--- config.mk ---
export PLATFORM = sky130hd
export DESIGN_NAME = disp_timing_gen
export DESIGN_NICKNAME = d
export VERILOG_FILES = /design/src/rtl/dtg_pkg.sv /design/src/rtl/dtg_axis.sv /design/src/rtl/dtg_regs.sv /design/src/rtl/disp_timing_gen.sv
export SDC_FILE = /design/constraint.sdc
export NUM_CORES = 1
export LEC_CHECK = 0
export ABC_AREA = 1
export ABC_CLOCK_PERIOD_IN_PS = 6500
export BUFFER_PORTS_ARGS = -buffer_cell sky130_fd_sc_hd__buf_2
export CAP_MARGIN = 15
export CORE_AREA = 10 10 190 192
export CTS_CLUSTER_DIAMETER = 50
export DETAILED_ROUTE_END_ITERATION = 10
export DIE_AREA = 0 0 200 202
export GPL_TIMING_DRIVEN = 1
export HOLD_SLACK_MARGIN = 0.08
export PLACE_DENSITY = 0.81
export SLEW_MARGIN = 20
export SYNTH_ARGS = -nofsm -noshare
export SYNTH_HDL_FRONTEND = slang
export SYNTH_SLANG_ARGS = --single-unit
--- constraint.sdc ---
create_clock -name clk -period 6.5 [get_ports clk]
set_clock_uncertainty 0.05 [all_clocks]
set_input_delay 0 -clock clk [delete_from_list [all_inputs] [get_ports clk]]
set_output_delay 0 -clock clk [all_outputs]
set_load 0.02 [all_outputs]
--- src/rtl/dtg_pkg.sv ---
package dtg_pkg;
  localparam int CFG_W  = 12;
  localparam int TW     = CFG_W + 2;
  localparam int DATA_W = 32;

  typedef struct packed {
    logic [CFG_W-1:0] sw;
    logic [CFG_W-1:0] bp;
    logic [CFG_W-1:0] act;
    logic [CFG_W-1:0] fp;
  } axis_cfg_t;

  typedef struct packed {
    axis_cfg_t h;
    axis_cfg_t v;
  } tim_cfg_t;

  typedef enum logic [2:0] {
    RA_CTRL = 3'd0, RA_HLO = 3'd1, RA_HHI = 3'd2, RA_VLO = 3'd3,
    RA_VHI = 3'd4, RA_FBAD = 3'd5, RA_IREN = 3'd6, RA_STAT = 3'd7
  } reg_addr_e;

  function automatic logic [TW-1:0] axis_total(axis_cfg_t c);
    return TW'(c.sw) + TW'(c.bp) + TW'(c.act) + TW'(c.fp);
  endfunction

  function automatic logic [TW-1:0] axis_act_start(axis_cfg_t c);
    return TW'(c.sw) + TW'(c.bp);
  endfunction
endpackage

--- src/rtl/dtg_axis.sv ---
module dtg_axis
  import dtg_pkg::*;
(
  input  logic             clk,
  input  logic             rst_n,
  input  logic             clr,
  input  logic             adv,
  input  axis_cfg_t        cfg,
  output logic [TW-1:0]    cnt,
  output logic             sync_on,
  output logic             in_act,
  output logic             last,
  output logic             act_last,
  output logic [CFG_W-1:0] pos
);
  logic [TW-1:0] total, a_start, a_end;

  assign total   = axis_total(cfg);
  assign a_start = axis_act_start(cfg);
  assign a_end   = a_start + TW'(cfg.act);

  always_ff @(posedge clk or negedge rst_n) begin
    if (!rst_n)   cnt <= '0;
    else if (clr) cnt <= '0;
    else if (adv) cnt <= last ? '0 : cnt + 1'b1;
  end

  assign last     = (cnt == total - 1'b1);
  assign sync_on  = (cnt < TW'(cfg.sw));
  assign in_act   = (cnt >= a_start) && (cnt < a_end);
  assign act_last = (cnt == a_end - 1'b1);
  assign pos      = in_act ? CFG_W'(cnt - a_start) : '0;
endmodule

--- src/rtl/dtg_regs.sv ---
module dtg_regs
  import dtg_pkg::*;
#(
  parameter int FB_W = 32
) (
  input  logic              clk,
  input  logic              rst_n,
  input  logic              wr_en,
  input  logic [2:0]        wr_addr,
  input  logic [DATA_W-1:0] wr_data,
  output tim_cfg_t          stg,
  output logic [FB_W-1:0]   stg_fb,
  output logic              ctrl_en,
  output logic [3:0]        inv,
  output logic              irq_en,
  output logic              req_wr,
  output logic              clr_wr
);
  logic [CFG_W-1:0] lo_f, hi_f;

  assign lo_f   = wr_data[CFG_W-1:0];
  assign hi_f   = wr_data[16 +: CFG_W];
  assign req_wr = wr_en && (wr_addr == RA_CTRL) && wr_data[1];
  assign clr_wr = wr_en && (wr_addr == RA_STAT) && wr_data[0];

  always_ff @(posedge clk or negedge rst_n) begin
    if (!rst_n) begin
      stg     <= '0;
      stg_fb  <= '0;
      ctrl_en <= 1'b0;
      inv     <= '0;
      irq_en  <= 1'b0;
    end else if (wr_en) begin
      case (wr_addr)
        RA_CTRL: begin
          ctrl_en <= wr_data[0];
          inv     <= wr_data[5:2];
        end
        RA_HLO:  begin stg.h.act <= lo_f; stg.h.bp <= hi_f; end
        RA_HHI:  begin stg.h.fp  <= lo_f; stg.h.sw <= hi_f; end
        RA_VLO:  begin stg.v.act <= lo_f; stg.v.bp <= hi_f; end
        RA_VHI:  begin stg.v.fp  <= lo_f; stg.v.sw <= hi_f; end
        RA_FBAD: stg_fb <= wr_data[FB_W-1:0];
        RA_IREN: irq_en <= wr_data[0];
        default: ;
      endcase
    end
  end
endmodule

--- src/rtl/disp_timing_gen.sv ---
module disp_timing_gen
  import dtg_pkg::*;
#(
  parameter int FB_W = 32
) (
  input  logic              clk,
  input  logic              rst_n,
  input  logic              soft_rst,
  input  logic              wr_en,
  input  logic [2:0]        wr_addr,
  input  logic [DATA_W-1:0] wr_data,
  output logic              hsync,
  output logic              vsync,
  output logic              de,
  output logic              drive_on_fall,
  output logic [CFG_W-1:0]  pix_x,
  output logic [CFG_W-1:0]  pix_y,
  output logic              en_status,
  output logic              vblank_flag,
  output logic              vblank_irq,
  output logic [FB_W-1:0]   fb_addr
);
  tim_cfg_t         stg_cfg, act_cfg;
  logic [FB_W-1:0]  stg_fb;
  logic             ctrl_en, irq_en, req_set, clr_wr;
  logic [3:0]       inv;
  logic             running, shadow_req, stat;
  logic [TW-1:0]    h_cnt, v_cnt;
  logic             h_sync, h_act, h_last, h_act_last;
  logic             v_sync, v_act, v_last, v_act_last;
  logic [CFG_W-1:0] h_pos, v_pos;
  logic             cnt_clr, v_adv;
  logic             frame_end, start_evt, vblank_evt, load_evt;
  logic             hs_raw, vs_raw, de_raw;

  dtg_regs #(.FB_W(FB_W)) u_regs (
    .clk(clk), .rst_n(rst_n), .wr_en(wr_en), .wr_addr(wr_addr),
    .wr_data(wr_data), .stg(stg_cfg), .stg_fb(stg_fb), .ctrl_en(ctrl_en),
    .inv(inv), .irq_en(irq_en), .req_wr(req_set), .clr_wr(clr_wr)
  );

  assign cnt_clr = soft_rst || !running;
  assign v_adv   = running && h_last;

  dtg_axis u_hax (
    .clk(clk), .rst_n(rst_n), .clr(cnt_clr), .adv(running), .cfg(act_cfg.h),
    .cnt(h_cnt), .sync_on(h_sync), .in_act(h_act), .last(h_last),
    .act_last(h_act_last), .pos(h_pos)
  );

  dtg_axis u_vax (
    .clk(clk), .rst_n(rst_n), .clr(cnt_clr), .adv(v_adv), .cfg(act_cfg.v),
    .cnt(v_cnt), .sync_on(v_sync), .in_act(v_act), .last(v_last),
    .act_last(v_act_last), .pos(v_pos)
  );

  // Named events for the checker
  assign frame_end  = running && h_last && v_last;
  assign start_evt  = ctrl_en && !running && !soft_rst;
  assign vblank_evt = running && h_last && v_act_last;
  assign load_evt   = start_evt || (frame_end && shadow_req);

  always_ff @(posedge clk or negedge rst_n) begin
    if (!rst_n) begin
      running    <= 1'b0;
      shadow_req <= 1'b0;
      stat       <= 1'b0;
      act_cfg    <= '0;
      fb_addr    <= '0;
    end else if (soft_rst) begin
      running    <= 1'b0;
      shadow_req <= 1'b0;
      stat       <= 1'b0;
      act_cfg    <= '0;
      fb_addr    <= '0;
    end else begin
      if (start_evt)                  running <= 1'b1;
      else if (frame_end && !ctrl_en) running <= 1'b0;

      if (req_set)                     shadow_req <= 1'b1;
      else if (start_evt || frame_end) shadow_req <= 1'b0;

      if (vblank_evt)  stat <= 1'b1;
      else if (clr_wr) stat <= 1'b0;

      if (load_evt) begin
        act_cfg <= stg_cfg;
        fb_addr <= stg_fb;
      end
    end
  end

  assign hs_raw = running && h_sync;
  assign vs_raw = running && v_sync;
  assign de_raw = running && h_act && v_act;

  assign hsync         = hs_raw ^ inv[0];
  assign vsync         = vs_raw ^ inv[1];
  assign de            = de_raw ^ inv[2];
  assign drive_on_fall = inv[3];
  assign pix_x         = de_raw ? h_pos : '0;
  assign pix_y         = de_raw ? v_pos : '0;
  assign en_status     = running;
  assign vblank_flag   = stat;
  assign vblank_irq    = stat && irq_en;
endmodule

==> metrics.md <==
| Metric | Value |
|---|---|
| Status | completed |
| First-pass GRT wire length | 95100 µm |
| Final cell count without fillers | 3379 |
| CP Max Fanout | 50 |
| Grt ovf | 0 |
| Final Cell Area | 22600 µm² |
| Routed vias/inst | 5.61 |
| Pwr dens | 404 nW/µm² |
| Final-layout fill cell count | 2586 |
| Worst setup EP type | register |
| Total of max-cap violations | 0 |
| Syn Area/Cell | 7.19 µm² |
| Period Utilization, post-route | 0.950 |
| CP dominant cell by count | nand2_1 |
| Num CTS Buffers | 34 |
| Root Buffer | clkbuf_16 |
| Post-synthesis sequential area ratio | 0.364 |
| Period minus WS final | 6.17 ns |
| Core Util, Final | 0.700 |
| DR pass1 iterations | 6 |
| Combinational power share | 0.524 |
| # diodes | 0 |
| Final ANT Viol Nets | 0 |
| Hold Fails Final Rpt | 0 |
| Dpl hpwl | 41700 µm |
| Max Fclk | 0.162 GHz |
| DR vias | 18.9k |
| Top FF cell, synth | dfrtp_1 |
| Part of the power in the clock network | 0.223 |
| Cell taking the most area after synthesis | dfrtp_1 |
| IR drop worst, VDD | 259 µV |
| Area Growth Syn to Fin | 12.2% |
| Leakage Power | 0.0125 µW |
| Worst Hold Class | input port to register |
| Port Buf Inserts | 101 |
| Switching portion of total power | 0.450 |
| Post-place instance area | 20900 µm² |
| Slowest CP cell | dfrtp_1 |
| DP Cell Count | 3272 |
| Standard-cell rows | 66 |
| Worst Slack Setup Final | 0.328 ns |
| Nets | 3126 |
| GRT Total Usage | 0.291 |
| RSZ-0062 raised after global routing | false |
| Die X | 200 µm |
| Net count after synthesis | 3020 |
| Slew Viols, Final | 0 |
| Final Setup Violations | 0 |
| Warnings from Yosys | 0 |
| Remaining routing DRC violations | 0 |
| Worst Setup Start Kind | register |
| Pin slew with the least headroom to its limit | 0.936 ns |
| CTS clk-pin slew, worst paths | 0.07 ns |
| Starting density of the core | 0.624 |
| DR iter-0 viols | 1650 |
| Die footprint | 40400 µm² |
| Dpl ws | 0.295 ns |
| Pint | 5030 µW |
| Post-synth top area share | 0.364 |
| Number of global-route vias before repair | 17.9k |
| Slew headroom | 0.376 |
| Cell variety after synth | 46 |
| Clk sinks | 293 |
| Ranking of synthesized cells by area | dfrtp_1 36%, nand2_1 14%, ha_1 10%, inv_1 8.2%, nand3_1 5.8% |
| Proportion of layout cells with a drive suffix above 1 | 0.0742 |
| CTS max path bufs | 3 |
| Max stage delay on crit path | 0.44 ns |
| WS Path Type | register to register |
| Setup TNS | 0 ns |
| # IOs | 102 |
| Most frequent cells in the layout | 765 x nand2_1, 439 x inv_1, 293 x dfrtp_1, 286 x nor2_1, 230 x nand3_1 |
| Syn Std Cell Area | 20200 µm² |
| Synth async-reset ratio | 1.00 |
| Part of the power in registers | 0.253 |
| Routed WL | 59500 µm |
| Initial antenna violation count | 1 |
| Routed wire per std cell | 17.6 µm |
| Worst Path Required | 6.93 ns |
| Number of synthesized flops with an enable pin | 0 |
| #FFs+latches synth | 293 |
| Gate Count Post-Synth | 2805 |
| Clk Latency, worst-skew pair | 0.56 ns |
| Largest net degree at the start of global routing | 152 |
| Commonest non-fill, non-tap cell in the layout | nand2_1 |
| CTS H-tree depth | 2 |
| Die height | 202 µm |
| CTS tree | yes |
| Net Sw Power | 4110 µW |
| RD Place Congestion | 0.968 |
| CORE AREA | 32300 µm² |
| CP Data Arrival Time | 6.60 ns |
[power groups by stage]
stage	Combinational, µW	Sequential [µW]	Clock, µW
detailed placement	4640	2320	0
floorplan	3580	2300	0
global placement	4530	2310	0
finish	4800	2310	2040
CTS	4710	2300	2050
global route	5440	2340	2120
[through the flow]
stage | total power [µW] | hold slack [ns]
5_1_grt | 9900 | 0.217
6_report | 9150 | 0.193
3_3_place_gp | 6840 | -0.0172
3_5_place_dp | 6970 | -0.0190
2_1_floorplan | 5880 | -0.346
4_1_cts | 9060 | 0.175
[synthesized netlist by cell type, drive strengths merged, types with 34 or more instances]
cell and count:
a21oi 98, buf 41, clkbuf 51, dfrtp 293, ha 168, inv 442
nand2 775, nand3 239, nor2 291, o21ai 165, xnor2 34, xor2 66
[state kept, by name (all words and copies together), names as in the netlist]
register        count
act_cfg            96
en_status           1
fb_addr            32
shadow_req          1
u_hax.cnt          14
u_regs.ctrl_en      1
u_regs.inv          4
u_regs.irq_en       1
u_regs.stg         96
u_regs.stg_fb      32
u_vax.cnt          14
vblank_flag         1
[cell families after synthesis]
group,count (synthesis),share of synthesized area
adder cells (fa/ha/maj),176,0.112
AND/OR/NAND/NOR,1371,0.281
flip-flops,293,0.364
XOR/XNOR,100,0.0434
AO/OA/AOI/OAI,330,0.0905
buffers and inverters,535,0.109
[cell type report]
cell class | instances | area [µm²] | area share
Multi-Input combinational cell | 1977 | 10700 | 0.474
Sequential cell | 293 | 7330 | 0.324
Inverter | 443 | 1660 | 0.0735
Timing Repair Buffer | 162 | 1160 | 0.0514
Clock buffer | 42 | 921 | 0.0407
Tap cell | 442 | 553 | 0.0245
Clock inverter | 20 | 272 | 0.0120
[metal layers]
metal	GRT usage	share of wire	wire, µm	vias up
met4	0.0917	0.032	1920	2
met2	0.440	0.44	26300	791
li1	-	-	-	9080
met5	0	0.00022	13	-
met3	0.0518	0.085	5060	129
met1	0.415	0.44	26200	8942
[repair_timing]
action / CTS / global route
hold buffers: 43 / 0
pin swaps: 0 / 1
endpoints found under the hold margin: 265 / 0
setup endpoints to repair: 1 / 159
cloned: 0 / 1
resized for setup: 1 / 11
buffers inserted: 0 / 1
[final timing paths]
check,startpoint,end,slack (ns),depth (start not counted)
max in group asynchronous,rst_n,act_cfg[48],5.06,4
min in group asynchronous,rst_n,u_regs.stg[42],0.56,4
min,wr_data[13],u_regs.stg_fb[13],0.19,4
min reg2reg,u_regs.stg[79],u_regs.stg[79],0.44,2
max,act_cfg[88],fb_addr[13],0.33,32
max reg2reg,act_cfg[88],fb_addr[13],0.33,32
[worst max-delay path: cells and delay by family (launching register included)]
family | cells | cell delay, ns
AOI/OAI and AO/OA | 11 | 1.96
xor gates and xnor gates | 2 | 0.40
adders and majority gates | 3 | 1.00
buffers and inverters | 2 | 0.32
DFF | 1 | 0.44
and+or+nand+nor | 14 | 1.87
(Power assumes the default switching activity.)
